$ cat src/rtl/exc_pkg.sv
package exc_pkg;
  localparam int unsigned EXC_BKPT  = 1;
  localparam int unsigned EXC_IBUS  = 2;
  localparam int unsigned EXC_WATCH = 3;
  localparam int unsigned EXC_DBUS  = 4;
  localparam int unsigned EXC_DIV0  = 5;
  localparam int unsigned EXC_IRQ   = 6;
  localparam int unsigned EXC_SCALL = 7;

  typedef enum logic [1:0] {
    CFG_NBASE = 2'd0,
    CFG_DBASE = 2'd1,
    CFG_CTRL  = 2'd2,
    CFG_STAT  = 2'd3
  } cfg_addr_e;

  function automatic logic is_debug_cause(input int unsigned num);
    return (num == EXC_BKPT) || (num == EXC_WATCH);
  endfunction
endpackage

$ cat src/rtl/exc_prio_sel.sv
module exc_prio_sel #(
  parameter int unsigned NUM_EXC = 8,
  parameter int unsigned IRQ_NUM = 6,
  localparam int unsigned NUM_W = $clog2(NUM_EXC)
) (
  input  logic [NUM_EXC-1:0] req,
  input  logic               irq_en,
  output logic               hit,
  output logic [NUM_W-1:0]   num
);
  logic [NUM_EXC-1:0] gated;

  // bit 0 is the reset slot and never selected here
  assign gated[0] = 1'b0;
  for (genvar k = 1; k < NUM_EXC; k++) begin : g_gate
    if (k == IRQ_NUM) begin : g_irq
      assign gated[k] = req[k] & irq_en;
    end else begin : g_plain
      assign gated[k] = req[k];
    end
  end

  always_comb begin
    hit = 1'b0;
    num = '0;
    for (int k = NUM_EXC - 1; k >= 1; k--) begin
      if (gated[k]) begin
        hit = 1'b1;
        num = NUM_W'(k);
      end
    end
  end
endmodule

$ cat src/rtl/exc_base_regs.sv
module exc_base_regs
  import exc_pkg::*;
#(
  parameter int unsigned XLEN       = 32,
  parameter int unsigned ALIGN_BITS = 8
) (
  input  logic            clk,
  input  logic            rst,
  input  logic            cfg_we,
  input  logic [1:0]      cfg_addr,
  input  logic [XLEN-1:0] cfg_wdata,
  output logic [XLEN-1:0] nbase,
  output logic [XLEN-1:0] dbase,
  output logic            remap
);
  localparam int unsigned HI_W = XLEN - ALIGN_BITS;

  logic [HI_W-1:0] nbase_hi, dbase_hi;

  always_ff @(posedge clk) begin
    if (rst) begin
      nbase_hi <= '0;
      dbase_hi <= '0;
      remap    <= 1'b0;
    end else if (cfg_we) begin
      case (cfg_addr_e'(cfg_addr))
        CFG_NBASE: nbase_hi <= cfg_wdata[XLEN-1:ALIGN_BITS];
        CFG_DBASE: dbase_hi <= cfg_wdata[XLEN-1:ALIGN_BITS];
        CFG_CTRL:  remap    <= cfg_wdata[0];
        default:   ;
      endcase
    end
  end

  assign nbase = {nbase_hi, {ALIGN_BITS{1'b0}}};
  assign dbase = {dbase_hi, {ALIGN_BITS{1'b0}}};
endmodule

$ cat src/rtl/exc_ie_state.sv
module exc_ie_state (
  input  logic       clk,
  input  logic       rst,
  input  logic       enter,
  input  logic       enter_dbg,
  input  logic       stat_we,
  input  logic [2:0] stat_wdata,
  output logic       glb,
  output logic       sexc,
  output logic       sbrk
);
  always_ff @(posedge clk) begin
    if (rst) begin
      glb  <= 1'b0;
      sexc <= 1'b0;
      sbrk <= 1'b0;
    end else if (enter) begin
      glb <= 1'b0;
      if (enter_dbg) sbrk <= glb;
      else           sexc <= glb;
    end else if (stat_we) begin
      glb  <= stat_wdata[0];
      sexc <= stat_wdata[1];
      sbrk <= stat_wdata[2];
    end
  end
endmodule

$ cat src/rtl/exc_entry_unit.sv
module exc_entry_unit
  import exc_pkg::*;
#(
  parameter int unsigned XLEN       = 32,
  parameter int unsigned NUM_EXC    = 8,
  parameter int unsigned VEC_SHIFT  = 5,
  parameter int unsigned ALIGN_BITS = 8,
  parameter int unsigned PC_STEP    = 4,
  localparam int unsigned NUM_W     = $clog2(NUM_EXC)
) (
  input  logic               clk,
  input  logic               rst,
  input  logic [NUM_EXC-1:0] cause_req,
  input  logic [XLEN-1:0]    cur_pc,
  input  logic               hostcall_ok,
  input  logic               cfg_we,
  input  logic [1:0]         cfg_addr,
  input  logic [XLEN-1:0]    cfg_wdata,
  output logic               redir_valid,
  output logic [XLEN-1:0]    redir_pc,
  output logic [NUM_W-1:0]   redir_cause,
  output logic               link_we,
  output logic               link_brk,
  output logic [XLEN-1:0]    link_pc,
  output logic               ie_glb,
  output logic               ie_exc,
  output logic               ie_brk,
  output logic [XLEN-1:0]    norm_base,
  output logic [XLEN-1:0]    dbg_base,
  output logic               remap_on
);
  logic             sel_hit;
  logic [NUM_W-1:0] sel_num;
  logic             sel_dbg, sel_host, do_enter;
  logic [XLEN-1:0]  sel_base, vec_pc, next_pc;

  exc_prio_sel #(.NUM_EXC(NUM_EXC), .IRQ_NUM(EXC_IRQ)) u_sel (
    .req    (cause_req),
    .irq_en (ie_glb),
    .hit    (sel_hit),
    .num    (sel_num)
  );

  exc_base_regs #(.XLEN(XLEN), .ALIGN_BITS(ALIGN_BITS)) u_base (
    .clk       (clk),
    .rst       (rst),
    .cfg_we    (cfg_we),
    .cfg_addr  (cfg_addr),
    .cfg_wdata (cfg_wdata),
    .nbase     (norm_base),
    .dbase     (dbg_base),
    .remap     (remap_on)
  );

  assign sel_dbg  = is_debug_cause(int'(sel_num));
  assign sel_host = sel_hit && (int'(sel_num) == EXC_SCALL) && hostcall_ok;
  assign do_enter = sel_hit && !sel_host;

  exc_ie_state u_ie (
    .clk        (clk),
    .rst        (rst),
    .enter      (do_enter),
    .enter_dbg  (sel_dbg),
    .stat_we    (cfg_we && (cfg_addr_e'(cfg_addr) == CFG_STAT)),
    .stat_wdata (cfg_wdata[2:0]),
    .glb        (ie_glb),
    .sexc       (ie_exc),
    .sbrk       (ie_brk)
  );

  always_comb begin
    sel_base = (sel_dbg || remap_on) ? dbg_base : norm_base;
    vec_pc   = sel_base + (XLEN'(sel_num) << VEC_SHIFT);
    next_pc  = sel_host ? (cur_pc + XLEN'(PC_STEP)) : vec_pc;
  end

  always_ff @(posedge clk) begin
    if (rst) begin
      redir_valid <= 1'b0;
      redir_pc    <= '0;
      redir_cause <= '0;
      link_we     <= 1'b0;
      link_brk    <= 1'b0;
      link_pc     <= '0;
    end else begin
      redir_valid <= sel_hit;
      link_we     <= do_enter;
      if (sel_hit) begin
        redir_pc    <= next_pc;
        redir_cause <= sel_num;
        link_brk    <= sel_dbg;
        link_pc     <= cur_pc;
      end
    end
  end
endmodule

$ cat config.mk
export PLATFORM = sky130hd
export DESIGN_NAME = exc_entry_unit
export DESIGN_NICKNAME = d
export VERILOG_FILES = /design/src/rtl/exc_pkg.sv /design/src/rtl/exc_prio_sel.sv /design/src/rtl/exc_base_regs.sv /design/src/rtl/exc_ie_state.sv /design/src/rtl/exc_entry_unit.sv
export SDC_FILE = /design/constraint.sdc
export NUM_CORES = 1
export LEC_CHECK = 0
export BUFFER_PORTS_ARGS = -buffer_cell sky130_fd_sc_hd__buf_2
export CORE_MARGIN = 1
export CORE_UTILIZATION = 30
export DETAILED_ROUTE_END_ITERATION = 10
export PLACE_DENSITY = 0.62
export SLEW_MARGIN = 30
export SYNTH_ARGS = -nofsm -noshare
export SYNTH_HDL_FRONTEND = slang
export SYNTH_HIERARCHICAL = 1
export SYNTH_SLANG_ARGS = --single-unit
$ cat constraint.sdc
create_clock -name clk -period 5.34 [get_ports clk]
set_input_delay 0.267 -clock clk [delete_from_list [all_inputs] [get_ports clk]]
set_output_delay 0.267 -clock clk [all_outputs]
set_load 0.005 [all_outputs]
Word level (Yosys, flattened, before mapping)
Cells that the tools add are included.

Reductions and logical operators: 15. Order comparisons: 0. Bitwise gates (word level): 1. Mux-type cells: 22. Equality and inequality tests: 8. Shift operators: 0. Multipliers: 0. Div/mod/pow operators: 0. Add/sub/neg operators: 2.

Operators with widths (count): $mux 32 (2); $add 32x3->32 const B (1); $add 32x8->32 (1); $mux 3 (7); $mux 1 (13); $reduce_and 2->1 (5); $eq 2x2->1 const B (2); $logic_and 1x1->1 (4); $ne 2x2->1 const B (2); $eq 3x1->1 const B (1); $eq 3x2->1 const B (1); $eq 3x3->1 const B (1); $eq 2x1->1 const B (1); $logic_not 2->1 (1); $logic_or 1x1->1 (2); $reduce_bool 2->1 (1); $reduce_or 2->1 (1); $and 1x1->1 (1); $logic_not 1->1 (1).

Latch bits: 0. Output and inout port bits: 138. Memories: 0. RAM bits: 0. Register bits: 122. ROM bits: 0. Word-level logic and storage cells: 60. Input bits: 78.

Logic depth before layout (Yosys ltp)
Gate-level depths: netlist of run 1.

Depth after elaboration: 14. Gate-level depth with buffers: 18. Gate-level depth less buffers: 15.

By module
Netlist of run 1, hierarchy kept.

By module, submodules not included: exc_entry_unit (area an instance 4408.0 µm², times used 1, sequential area each 1401.3 µm², cells an instance 529); exc_base_regs (area an instance 2189.6 µm², times used 1, sequential area each 980.9 µm², cells an instance 208); exc_ie_state (area an instance 163.9 µm², times used 1, sequential area each 60.1 µm², cells an instance 17); exc_prio_sel (area an instance 77.6 µm², times used 1, sequential area each 0.0 µm², cells an instance 13).

Least setup slack after synthesis of run 1
Ideal clock, no wire load.

Path type: register -> register. Start point: register u_ie.glb. End point: register redir_pc[13]. Path buffers: 3. Slack: 2946 ps. Setup time: 114 ps. Arrival time: 2280 ps. Cell stages (with the launch flop): 11. Required time: 5226 ps. Path through: dfxtp_1 a21bo_2 a221oi_1 nand2b_1 buf_6 nand2_2 buf_2 buf_2 mux2i_1 xnor2_1 a21o_1.

Longest elaborated chain between the ends: 13. Elaborated cells between the ends (all ways): 23. Those cells by class: add/sub (1); eq/ne (3); mux (14); bitwise (1); reduce/logical (4).

RTL lines: from (decl) (RTL line exc_ie_state.sv:8) `output logic glb,`; from (signal assigned) (RTL line exc_ie_state.sv:22) `glb <= stat_wdata[0];`; $and 1x1->1 * (RTL line exc_prio_sel.sv:17) `assign gated[k] = req[k] & irq_en;`; $mux 3 * (6 in a row) (RTL line exc_prio_sel.sv:27) `if (gated[k]) begin`; via sel_num[0] (RTL line exc_entry_unit.sv:33) `logic [NUM_W-1:0] sel_num;`; $eq 3x1->1 or $eq 3x2->1 (tied branches) (RTL line exc_pkg.sv:18) `return (num == EXC_BKPT) || (num == EXC_WATCH);`; $logic_or 1x1->1 (RTL line exc_pkg.sv:18); $logic_or 1x1->1 (RTL line exc_entry_unit.sv:72) `sel_base = (sel_dbg || remap_on) ? dbg_base : norm_base;`; $mux 32 (RTL line exc_entry_unit.sv:72); $add 32x8->32 (RTL line exc_entry_unit.sv:73) `vec_pc = sel_base + (XLEN'(sel_num) << VEC_SHIFT);`; $mux 32 * (RTL line exc_entry_unit.sv:74) `next_pc = sel_host ? (cur_pc + XLEN'(PC_STEP)) : vec_pc;`; to (signal assigned) (RTL line exc_entry_unit.sv:89) `redir_pc <= next_pc;`; to (decl) (RTL line exc_entry_unit.sv:20) `output logic [XLEN-1:0] redir_pc,`.

The timed path passes the listed nets; every way through them passes the cells marked *. A chain may end at the register's enable or synchronous reset.

Final worst setup path of run 1
Start point: register u_ie.glb. End point: register redir_pc[23].

Same word-level chain as after synthesis.

==> summary.txt, run 1 <==
Critical path
  • Critical path arrival: ~3.7 ns
  • Worst path required time: 5.65 ns
  • Worst reg2reg path depth: 7
  • Worst R2R Setup Slack: a little under 2 ns
  • Reg2reg end: redir_pc[23]
  • Crit start category: register
  • CP max FO: 32
  • Worst Setup EP: redir_pc[23]
  • Reg-to-reg startpoint: u_ie/glb
  • Crit path from: u_ie/glb
  • Crit. End Element: register
  • WS Path Type: register to register

Clock network
  • TritonCTS clock tree: done
  • H-tree depth: 4
  • CTS sink cnt: ~120
  • Clk_lat worst skew: roughly 0.42 ns
  • Post-CTS Setup Inserts: 0
  • Cts hold-fix bufs: 0
  • Clk slew on worst S/H paths: 0.06 ns
  • Clock Path Buffers: 2
  • PostCTS Resize Cnt: 0
  • TritonCTS Buffers: 17
  • Clock Tree Root: clkbuf_16

Finish
  • # diodes: 0
  • Filler Cells Inserted: roughly 2,200
  • Register Area: 2440 um^2
  • Final #Nets: 1,026
  • Area of the multi-input gates: between 4000 and 5000 um^2
  • Area Overhead vs Synth: 25.6%
  • Layout cell share with drive strength beyond 1: 0.270

Hold path
  • Worst min path class: input port to register

Route
  • Final WL: about 21,000 um
  • Via count: 6,051
  • ANT nets after route: 0
  • Avg WL per Cell: 17.1 um
  • Vias/cell: 4.90
  • Pre-Repair DR Iteration Count: 5
  • Number of DRC markers in iteration 0: 402
  • DRC Markers: 0

Power
  • PwrDens: ~300 nW/um^2
  • Overall power: roughly 2.6 mW
  • Worst vdd ir: 166 uV
  • Leak: 4.03 nW

Timing
  • Worst slew pin tran: 0.869 ns
  • Fin crit share: 0.631
  • Fin Setup TNS: 0 ns
  • Pins Over Slew Limit: 0
  • Relative slew slack: 0.418
  • Time the worst path needs with I/O delays and setup: 3.37 ns
  • Final setup fails: 0
  • Fmax: 297 MHz
  • Hold Fails Final Rpt: 0
  • RSZ-0062 raised after global routing: no
  • Hold Slack: 0.106 ns
  • Worst clock skew: roughly 0.0054 ns

Floorplan
  • Starting Density: 0.310
  • Die height: 153 um
  • I/O Pins: 216
  • # rows: 54
  • Die ar.: 23,400 um^2
  • Die Wd: about 150 um
  • Core Box Area: ~22,000 um^2

Logic synthesis
  • Number of synthesized flops with an enable pin: 0
  • Mapped Cells: 767
  • Seq/Total Area, Yosys: 0.357
  • Synth Cell Area: 6840 um^2
  • FFs w/ async S/R, synth: 0
  • Avg Cell Area, Syn: 8.92 um^2
  • #FFs+latches synth: about 120
  • Warnings from Yosys: 6
  • Top_reg_cell synth: dfxtp_1
  • Distinct cells, synth: 75

Global route
  • Initial antenna violation count: 1
  • First-pass GRT wire length: 32,800 um
  • Largest net degree at the start of global routing: 77
  • Grt ovf: 0
  • Overall routing resource usage: 0.183
  • Vias in the first global route: 5,810

Run
  • Max_cap viols: 0

Place
  • Hpwl dp: ~16,000 um
  • I/O Buffers: 193
  • Final GP Congestion: 0.824

Status
  • Outcome: completed
==> routing by layer <==
metal / share of wire / vias to the layer above / global-route usage
li1: - / 3024 / -
met5: 0.00062 / - / 0
met3: 0.050 / 19 / 0.0388
met1: 0.49 / 2795 / 0.248
met4: 0.0096 / 2 / 0.0500
met2: 0.45 / 211 / 0.291
==> worst max-delay path, stage by stage (launching register included) <==
cell,delay (ns)
dfxtp_1,0.37
a21bo_2,0.21
a221oi_1,0.54
nand2b_1,0.49
nand2_2,0.78
mux2i_1,0.26
xor2_1,0.21
a2111oi_0,0.37
==> sequential cells by signal (all words and copies together) (netlist names) <==
name             count
u_base/nbase_hi     24
u_ie/sbrk            1
redir_cause          3
link_pc             32
link_brk             1
redir_valid          1
redir_pc            32
u_base/dbase_hi     24
link_we              1
u_ie/sexc            1
u_ie/glb             1
u_base/remap         1
==> cells in the mapped netlist, drive strengths merged, types with 4 or more instances <==
master / n / area [um^2]
a2111oi: 7 / 81.3
a211oi: 7 / 52.6
a21oi: 26 / 134
a22oi: 11 / 82.6
a311oi: 5 / 43.8
and2: 5 / 31.3
and3: 9 / 56.3
and4: 4 / 37.5
buf: 34 / 236
clkbuf: 22 / 82.6
dfxtp: 122 / 2440
ha: 4 / 50.1
inv: 9 / 38.8
mux2i: 109 / 1090
nand2: 52 / 198
nand2b: 79 / 494
nand3: 28 / 158
nand4: 15 / 121
nor2: 75 / 289
nor3: 17 / 106
nor3b: 5 / 42.5
o21ai: 28 / 151
xnor2: 25 / 219
xor2: 22 / 193
==> report_power, final <==
| part | total [mW] | internal, mW | switching (mW) |
|---|---|---|---|
| sequential | 0.991 | 0.957 | 0.0344 |
| clock | 1.27 | 0.842 | 0.430 |
| combinational | 0.325 | 0.140 | 0.185 |
==> stage by stage <==
stage / setup slack [ns] / utilization / cells / cell area [um^2]
after global placement: 1.88 / 0.360 / 1204 / 7950
final: 1.97 / 0.389 / 1235 / 8590
after global routing: 1.63 / 0.389 / 1235 / 8590
after CTS: 1.93 / 0.389 / 1235 / 8590
after floorplan: 2.95 / - / 782 / 6900
after detailed placement: 1.90 / 0.360 / 1204 / 7950
==> final cells by class <==
| type | instances | share of cell area |
|---|---|---|
| Sequential cell | 122 | 0.284 |
| Clock buffer | 25 | 0.0588 |
| Multi-Input combinational cell | 595 | 0.479 |
| Inverter | 9 | 0.00451 |
| Tap cell | 280 | 0.0408 |
| Clock inverter | 6 | 0.0156 |
| Timing Repair Buffer | 198 | 0.117 |
==> cell families after synthesis <==
kind of cell	synth area share
AND/OR/NAND/NOR	0.245
flip-flops	0.357
AO/OA/AOI/OAI	0.115
multiplexers	0.160
buffers and inverters	0.0523
XOR/XNOR	0.0602
adder cells (fa/ha/maj)	0.0102
other	0.000548
==> how the worst min path moves through the flow <==
stage / from / end / slack [ns] / cells past startpoint
after floorplan: rst / u_ie/sexc / 0.34 / 1
after global placement: redir_pc[21] / redir_pc[21] / 0.43 / 2
after detailed placement: redir_pc[21] / redir_pc[21] / 0.45 / 2
after CTS: cur_pc[1] / link_pc[1] / 0.09 / 3
after global routing: cfg_wdata[12] / u_base/nbase_hi[4] / 0.13 / 3
final: cur_pc[1] / link_pc[1] / 0.11 / 3
==> cell usage in the layout, fill, tap and decap left out, types with 5 or more instances in the layout <==
cell,n
nand4_1,12
and3_1,9
xnor2_1,25
a211oi_1,7
buf_2,192
nor2_1,73
nor3_1,14
a22oi_1,11
a311oi_1,5
o21ai_0,25
and2_1,5
a21oi_1,25
mux2i_1,109
clkbuf_8,5
nand3_1,25
inv_1,7
nand2b_1,79
dfxtp_1,122
clkbuf_16,17
xor2_1,22
conb_1,16
buf_4,6
nand2_1,51
No activity file was read; power rests on OpenSTA's default activity.
==> inputs of run 2 (changes only) <==
--- a/config.mk
+++ b/config.mk
@@ -9,7 +9,7 @@
 export CORE_MARGIN = 1
 export CORE_UTILIZATION = 30
 export DETAILED_ROUTE_END_ITERATION = 10
-export PLACE_DENSITY = 0.62
+export PLACE_DENSITY = 0.64
 export SLEW_MARGIN = 30
 export SYNTH_ARGS = -nofsm -noshare
 export SYNTH_HDL_FRONTEND = slang
==> constraint.sdc (replaced) <==
create_clock -name clk -period 3 [get_ports clk]
set_input_delay 0.15 -clock clk [delete_from_list [all_inputs] [get_ports clk]]
set_output_delay 0.15 -clock clk [all_outputs]
set_load 0.005 [all_outputs]
==> run 2 against run 1 <==
Against the previous run:
- total power grew 86%
- sequential cell count is the same
- via count grew 0.20%
- core utilization grew 1.0 points
- non-clock buffer count grew 19
- register-to-register slack lost 1.5 ns
- sequential power grew 78%
- die area is the same
- first-iteration DRC count grew 5.7%
- design area grew 2.6%
- combinational power grew 85%
- critical path type unchanged
- critical endpoint is now redir_pc[21]
- highest routed layer is now met4
==> summary.txt, run 2 (synthesis gave the netlist of run 1 again) <==
Critical path
  • Reg-to-reg startpoint: u_ie/glb
  • Crit start category: register
  • WS Path Type: register to register
  • Cell mode on critical path: a21oi_1
  • Slowest cell delay on critical path: 0.37 ns (-0.41 ns)
  • Critical path arrival: 2.85 ns (-0.83 ns)
  • Reg2reg end: redir_pc[21]
  • CP max FO: 21 (-34%)
  • Crit path max-delay family: compound AO/OA/AOI/OAI gates
  • Crit path cell chain: a21oi_1 > a21boi_0 > nand2b_1 > nand2_2 > buf_12 > mux2i_1 > o31ai_1 > a21oi_1 > o21ai_0
  • Worst path required time: 3.30 ns (-2.35 ns)
  • Bufs and invs on worst path: 1 (+1)
  • Slowest CP cell: dfxtp_1
  • Crit. End Element: register
  • Worst reg2reg path depth: 9 (+2)
  • Worst R2R Setup Slack: 0.45 ns (-1.52 ns)

Finish
  • Commonest cells after routing, fill and taps aside: 192 x buf_2, 122 x dfxtp_1, 109 x mux2i_1
  • Largest registers: link_pc (32), redir_pc (32)
  • Final Core Density: 0.399 (+0.00997)
  • Final #Nets: 1,045 (+1.9%)
  • Layout cell share with drive strength beyond 1: 0.282 (+0.0119)
  • Area Overhead vs Synth: 28.9%
  • Final non-filler cell area: 8810 um^2 (+2.6%)
  • # diodes: 0 (unchanged)
  • Most common cell after layout, fill and taps aside: buf_2

Route
  • Pre-Repair DR Iteration Count: 5 (unchanged)
  • DRC Markers: 0 (unchanged)
  • Avg WL per Cell: 16.9 um (-1.3%)
  • ANT nets after route: 0 (unchanged)
  • Via count: 6,063 (+0.20%)
  • Vias/cell: 4.83 (-1.4%)
  • Number of DRC markers in iteration 0: 425 (+5.7%)
  • Final WL: 21,200 um (+0.30%)

Timing
  • RSZ-0062 raised after global routing: no
  • Final worst setup slack: 0.452 ns (-1.52 ns)
  • Fin Setup TNS: 0 ns (unchanged)
  • Hold Fails Final Rpt: 0 (unchanged)
  • Time the worst path needs with I/O delays and setup: 2.55 ns (-0.822 ns)
  • Final setup fails: 0 (unchanged)
  • Hold Slack: 0.0174 ns (-0.0891 ns)
  • Fin crit share: 0.849 (+0.218)
  • Relative slew slack: 0.543 (+0.124)
  • Worst slew pin tran: 0.686 ns (-0.183 ns)
  • Pins Over Slew Limit: 0 (unchanged)
  • Fmax: 392 MHz (+32%)
  • Worst clock skew: 0.00783 ns (+0.00244 ns)

Floorplan
  • # rows: 54 (unchanged)
  • I/O Pins: 216 (unchanged)
  • Core Box Area: 22,100 um^2 (unchanged)
  • Starting Density: 0.310 (unchanged)
  • Die Wd: 153 um (unchanged)
  • Die height: 153 um (unchanged)
  • Die ar.: 23,400 um^2 (unchanged)

Global route
  • Grt ovf: 0 (unchanged)
  • Largest net degree at the start of global routing: 79 (+2.6%)
  • Initial antenna violation count: 0 (-1)
  • Overall routing resource usage: 0.183 (+0.000200)
  • First-pass GRT wire length: 32,800 um (+0.13%)
  • Vias in the first global route: 5,755 (-0.95%)

Hold path
  • Worst Hold Launch: cur_pc[0]
  • Hold endpoint: link_pc[0]
  • Hold Path Depth: 3 (unchanged)
  • Worst min path class: input port to register

Place
  • Pre-CTS setup slack: 0.400 ns (-1.50 ns)
  • Post-place instance area: 8080 um^2 (+1.7%)
  • I/O Buffers: 193 (unchanged)
  • Final GP Congestion: 0.897 (+8.9%)
  • Hpwl dp: 16,200 um (+2.3%)

Power
  • Worst vdd ir: 290 uV (+74%)
  • Switch share: 0.239 (-0.0124)
  • Clk pwr share: 0.508 (+0.017)
  • Seq pwr share: 0.367 (-0.016)
  • PwrDens: 545 nW/um^2 (+81%)
  • Power Internal: 3.66 mW (+89%)
  • Combinational Power Share: 0.125 (about the same)
  • Leak: 4.15 nW (+2.9%)
  • Switch Pwr: 1.15 mW (+76%)

Status
  • Outcome: completed

Clock network
  • Clk_lat worst skew: 0.42 ns (about the same)
  • PostCTS Resize Cnt: 0 (unchanged)
  • Clock Tree Root: clkbuf_16
  • Clk slew on worst S/H paths: 0.06 ns (about the same)
  • H-tree depth: 4 (unchanged)
  • TritonCTS Buffers: 17 (unchanged)
  • Clock Path Buffers: 2 (unchanged)
  • Post-CTS Setup Inserts: 0 (unchanged)
  • CTS sink cnt: 122 (unchanged)
  • Cts hold-fix bufs: 3 (+3)
  • TritonCTS clock tree: done

Run
  • Max_cap viols: 0 (unchanged)
[run 2: how the worst max path moves through the flow]
stage                  from           end  depth (start not counted)
6_report           u_ie/glb  redir_pc[21]                          9
5_1_grt            u_ie/glb  redir_pc[21]                          9
4_1_cts            u_ie/glb  redir_pc[23]                          8
3_5_place_dp   cause_req[3]  redir_pc[23]                          9
3_3_place_gp   cause_req[3]  redir_pc[19]                         11
2_1_floorplan      u_ie/glb  redir_pc[13]                         10
[run 2: area by class of cell]
| class | count | area, um^2 |
|---|---|---|
| fillers | 2241 | 13300 |
| clock buffers | 21 | 460 |
| inverters | 9 | 38.8 |
| repair buffers | 217 | 1170 |
| multi-input cells | 595 | 4110 |
| well taps | 280 | 350 |
| clock inverters | 11 | 239 |
| flip-flops and latches | 122 | 2440 |
[run 2: tightest hold or removal path, delay by kind of cell]
kind | cells | cell delay [ns]
AND/OR/NAND/NOR | 1 | 0.07
buffers and inverters | 1 | 0.11
multiplexers | 1 | 0.07
[run 2: routing by layer]
metal	track usage	vias up	share of wire
met1	0.257	2787	0.50
met5	0	-	0
li1	-	3067	-
met3	0.0448	13	0.050
met4	0.0428	0	0.0073
met2	0.279	196	0.44
[run 2: power groups by stage]
stage / sequential [mW] / clock [mW] / combinational [mW]
floorplan: 1.79 / 0 / 0.350
global placement: 1.80 / 0 / 0.582
detailed placement: 1.80 / 0 / 0.591
CTS: 1.76 / 2.49 / 0.596
global route: 1.77 / 2.58 / 0.662
finish: 1.76 / 2.44 / 0.600
[run 2: per-stage QoR]
stage               instances  total power [mW]
floorplan                 782              2.14
global placement         1220              2.38
detailed placement       1220              2.39
CTS                      1255              4.85
global route             1255              5.01
finish                   1255              4.80
==> inputs of run 3 (changes only) <==
--- a/config.mk
+++ b/config.mk
@@ -9,7 +9,7 @@
 export CORE_MARGIN = 1
 export CORE_UTILIZATION = 30
 export DETAILED_ROUTE_END_ITERATION = 10
-export PLACE_DENSITY = 0.64
+export PLACE_DENSITY = 0.62
 export SLEW_MARGIN = 30
 export SYNTH_ARGS = -nofsm -noshare
 export SYNTH_HDL_FRONTEND = slang
==> constraint.sdc (replaced) <==
create_clock -name clk -period 2.4 [get_ports clk]
set_input_delay 0.12 -clock clk [delete_from_list [all_inputs] [get_ports clk]]
set_output_delay 0.12 -clock clk [all_outputs]
set_load 0.005 [all_outputs]
==> run 3 against run 2 <==
Against the previous run:
- sequential cell count stayed put
- global-route usage is 0.34 points higher
- wire length is 1.9% higher
- die area stayed put
- sequential power is 25% higher
- non-clock buffer count is 36 higher
- via count is 4.2% higher
- design area is 2.6% higher
- total power is 16% higher
- worst hold slack worse by 0.0045 ns
- critical endpoint is now redir_pc[29]
- highest routed layer unchanged
==> summary.txt, run 3 (synthesis gave the netlist of run 1 again) <==
Finish
  • Most common cell after layout, fill and taps aside: buf_2
  • Final non-filler cell area: 9040 um^2 (+2.6%)
  • # diodes: 0 (unchanged)
  • Area of the multi-input gates: 4120 um^2 (+0.24%)
  • Largest registers: link_pc (32), redir_pc (32)
  • Final #Nets: 1,081 (+3.4%)
  • Filler Cells Inserted: 2,211 (-1.3%)
  • Commonest cells after routing, fill and taps aside: 192 x buf_2, 122 x dfxtp_1, 109 x mux2i_1
  • Layout cell share with drive strength beyond 1: 0.280 (-0.00158)
  • Area Overhead vs Synth: 32.2%
  • Register Area: 2440 um^2 (unchanged)

Route
  • Vias/cell: 4.90 (+1.5%)
  • Final WL: 21,600 um (+1.9%)
  • Via count: 6,318 (+4.2%)
  • DRC Markers: 0 (unchanged)
  • Number of DRC markers in iteration 0: 336 (-21%)
  • Avg WL per Cell: 16.8 um (-0.74%)
  • Pre-Repair DR Iteration Count: 5 (unchanged)
  • ANT nets after route: 0 (unchanged)

Clock network
  • TritonCTS Buffers: 17 (unchanged)
  • TritonCTS clock tree: done
  • Clock Path Buffers: 2 (unchanged)
  • CTS sink cnt: 122 (unchanged)
  • H-tree depth: 4 (unchanged)
  • Clock Tree Root: clkbuf_16
  • Clk_lat worst skew: 0.42 ns (about the same)
  • Post-CTS Setup Inserts: 0 (unchanged)
  • Clk slew on worst S/H paths: 0.06 ns (about the same)

Power
  • Power Internal: 4.12 mW (+13%)
  • Seq pwr share: 0.395 (+0.028)
  • Combinational Power Share: 0.144 (+0.019)
  • Worst vdd ir: 390 uV (+34%)
  • PwrDens: 617 nW/um^2 (+13%)
  • Clk pwr share: 0.461 (-0.047)
  • Switch Pwr: 1.45 mW (+27%)
  • Overall power: 5.58 mW (+16%)
  • Leak: 4.26 nW (+2.7%)
  • Switch share: 0.261 (+0.0220)

Timing
  • Fin crit share: 0.923 (+0.0733)
  • RSZ-0062 raised after global routing: no
  • Final setup fails: 0 (unchanged)
  • Fmax: 452 MHz (+15%)
  • Worst slew pin tran: 0.619 ns (-0.0671 ns)
  • Time the worst path needs with I/O delays and setup: 2.21 ns (-0.334 ns)
  • Hold Fails Final Rpt: 0 (unchanged)
  • Worst clock skew: 0.00667 ns (-0.00116 ns)
  • Fin Setup TNS: 0 ns (unchanged)
  • Relative slew slack: 0.587 (+0.0447)
  • Pins Over Slew Limit: 0 (unchanged)

Global route
  • First-pass GRT wire length: 33,600 um (+2.3%)
  • Vias in the first global route: 5,918 (+2.8%)
  • M3 GR Usage: 0.0405 (-0.00425)
  • Grt met2 use: 0.299 (+0.0192)
  • Largest net degree at the start of global routing: 65 (-18%)
  • Overall routing resource usage: 0.186 (+0.00342)
  • Top Usage Layer GRT: met2
  • GR Layer Usage met1: 0.253 (-0.00355)
  • Grt ovf: 0 (unchanged)
  • Initial antenna violation count: 0 (unchanged)

Place
  • Final GP Congestion: 0.864 (-3.7%)
  • I/O Buffers: 193 (unchanged)
  • Post-place instance area: 8140 um^2 (+0.74%)
  • Hpwl dp: 16,300 um (+0.78%)

Run
  • Max_cap viols: 0 (unchanged)

Critical path
  • Critical path arrival: 2.52 ns (-0.33 ns)
  • CP max FO: 12 (-43%)
  • Crit. End Element: register
  • Reg2reg end: redir_pc[29]
  • Reg-to-reg startpoint: u_ie/glb
  • Worst path required time: 2.70 ns (-0.60 ns)
  • Crit start category: register
  • WS Path Type: register to register
  • Worst reg2reg path depth: 10 (+1)
  • Worst R2R Setup Slack: 0.19 ns (-0.27 ns)

Floorplan
  • Core Box Area: 22,100 um^2 (unchanged)
  • Die ar.: 23,400 um^2 (unchanged)
  • # rows: 54 (unchanged)
  • Die height: 153 um (unchanged)
  • Starting Density: 0.310 (unchanged)
  • Die Wd: 153 um (unchanged)
  • I/O Pins: 216 (unchanged)

Status
  • Outcome: completed

Hold path
  • Worst min path class: input port to register
  • Hold endpoint: link_pc[30]
  • Hold Path Depth: 3 (unchanged)
  • Worst Hold Launch: cur_pc[30]
==> run 3: changes by cell type in the layout (fill, tap and decap cells not counted), moves of 2 or more <==
cell           delta
dlygate4sd3_1    +28
clkbuf_8          +2
buf_4             +8
bufinv_16         -5
clkinv_2          +2
==> run 3: how the worst max path moves through the flow <==
| stage | slack [ns] | startpoint | to |
|---|---|---|---|
| after global placement | 0.15 | cause_req[3] | redir_pc[29] |
| after detailed placement | 0.14 | cause_req[3] | redir_pc[29] |
| after floorplan | 0.006 | u_ie/glb | redir_pc[13] |
| after global routing | 0.03 | u_ie/glb | redir_pc[31] |
| after CTS | 0.14 | u_ie/glb | u_ie/sexc |
| final | 0.19 | u_ie/glb | redir_pc[29] |
==> run 3: cell type report <==
type | instances | area share
inverters | 9 | 0.00429
clock buffers | 23 | 0.0540
multi-input cells | 595 | 0.456
well taps | 280 | 0.0387
repair buffers | 253 | 0.167
flip-flops and latches | 122 | 0.270
clock inverters | 7 | 0.0101
==> run 3: timing repair <==
| item | CTS | global route |
|---|---|---|
| gates resized for setup | 0 | 3 |
| hold buffers | 31 | 0 |
| hold endpoints to repair | 48 | 0 |
| setup endpoints to repair | 0 | 4 |
==> run 3: critical path: stages, from the launching register on <==
cell and delay, ns:
dfxtp_1 0.35, a21oi_1 0.10, a21boi_0 0.21, nand2b_1 0.19
buf_4 0.21, inv_6 0.04, nor2_4 0.24, nor2_1 0.08
a21oi_1 0.16, xnor2_1 0.14, a221o_1 0.36
==> run 3: metrics by stage <==
stage / setup slack (ns) / hold WS (ns) / cells / util
2_1_floorplan: 0.00580 / 0.190 / 782 / -
3_3_place_gp: 0.150 / 0.373 / 1228 / 0.369
3_5_place_dp: 0.137 / 0.391 / 1228 / 0.369
4_1_cts: 0.141 / 0.00142 / 1289 / 0.409
5_1_grt: 0.0300 / 0.0123 / 1289 / 0.409
6_report: 0.185 / 0.0129 / 1289 / 0.409
==> run 3: power groups by stage <==
stage	Clock, mW	Sequential (mW)	Combinational (mW)
after floorplan	0	2.24	0.438
after global placement	0	2.24	0.743
after detailed placement	0	2.25	0.751
after CTS	2.63	2.20	0.791
after global routing	2.72	2.22	0.882
final	2.57	2.20	0.801
==> run 3: per-layer routing <==
| layer | vias up | part of all wire |
|---|---|---|
| met1 | 2955 | 0.49 |
| met4 | 0 | 0.0088 |
| li1 | 3141 | - |
| met5 | - | 0 |
| met2 | 204 | 0.45 |
| met3 | 18 | 0.050 |
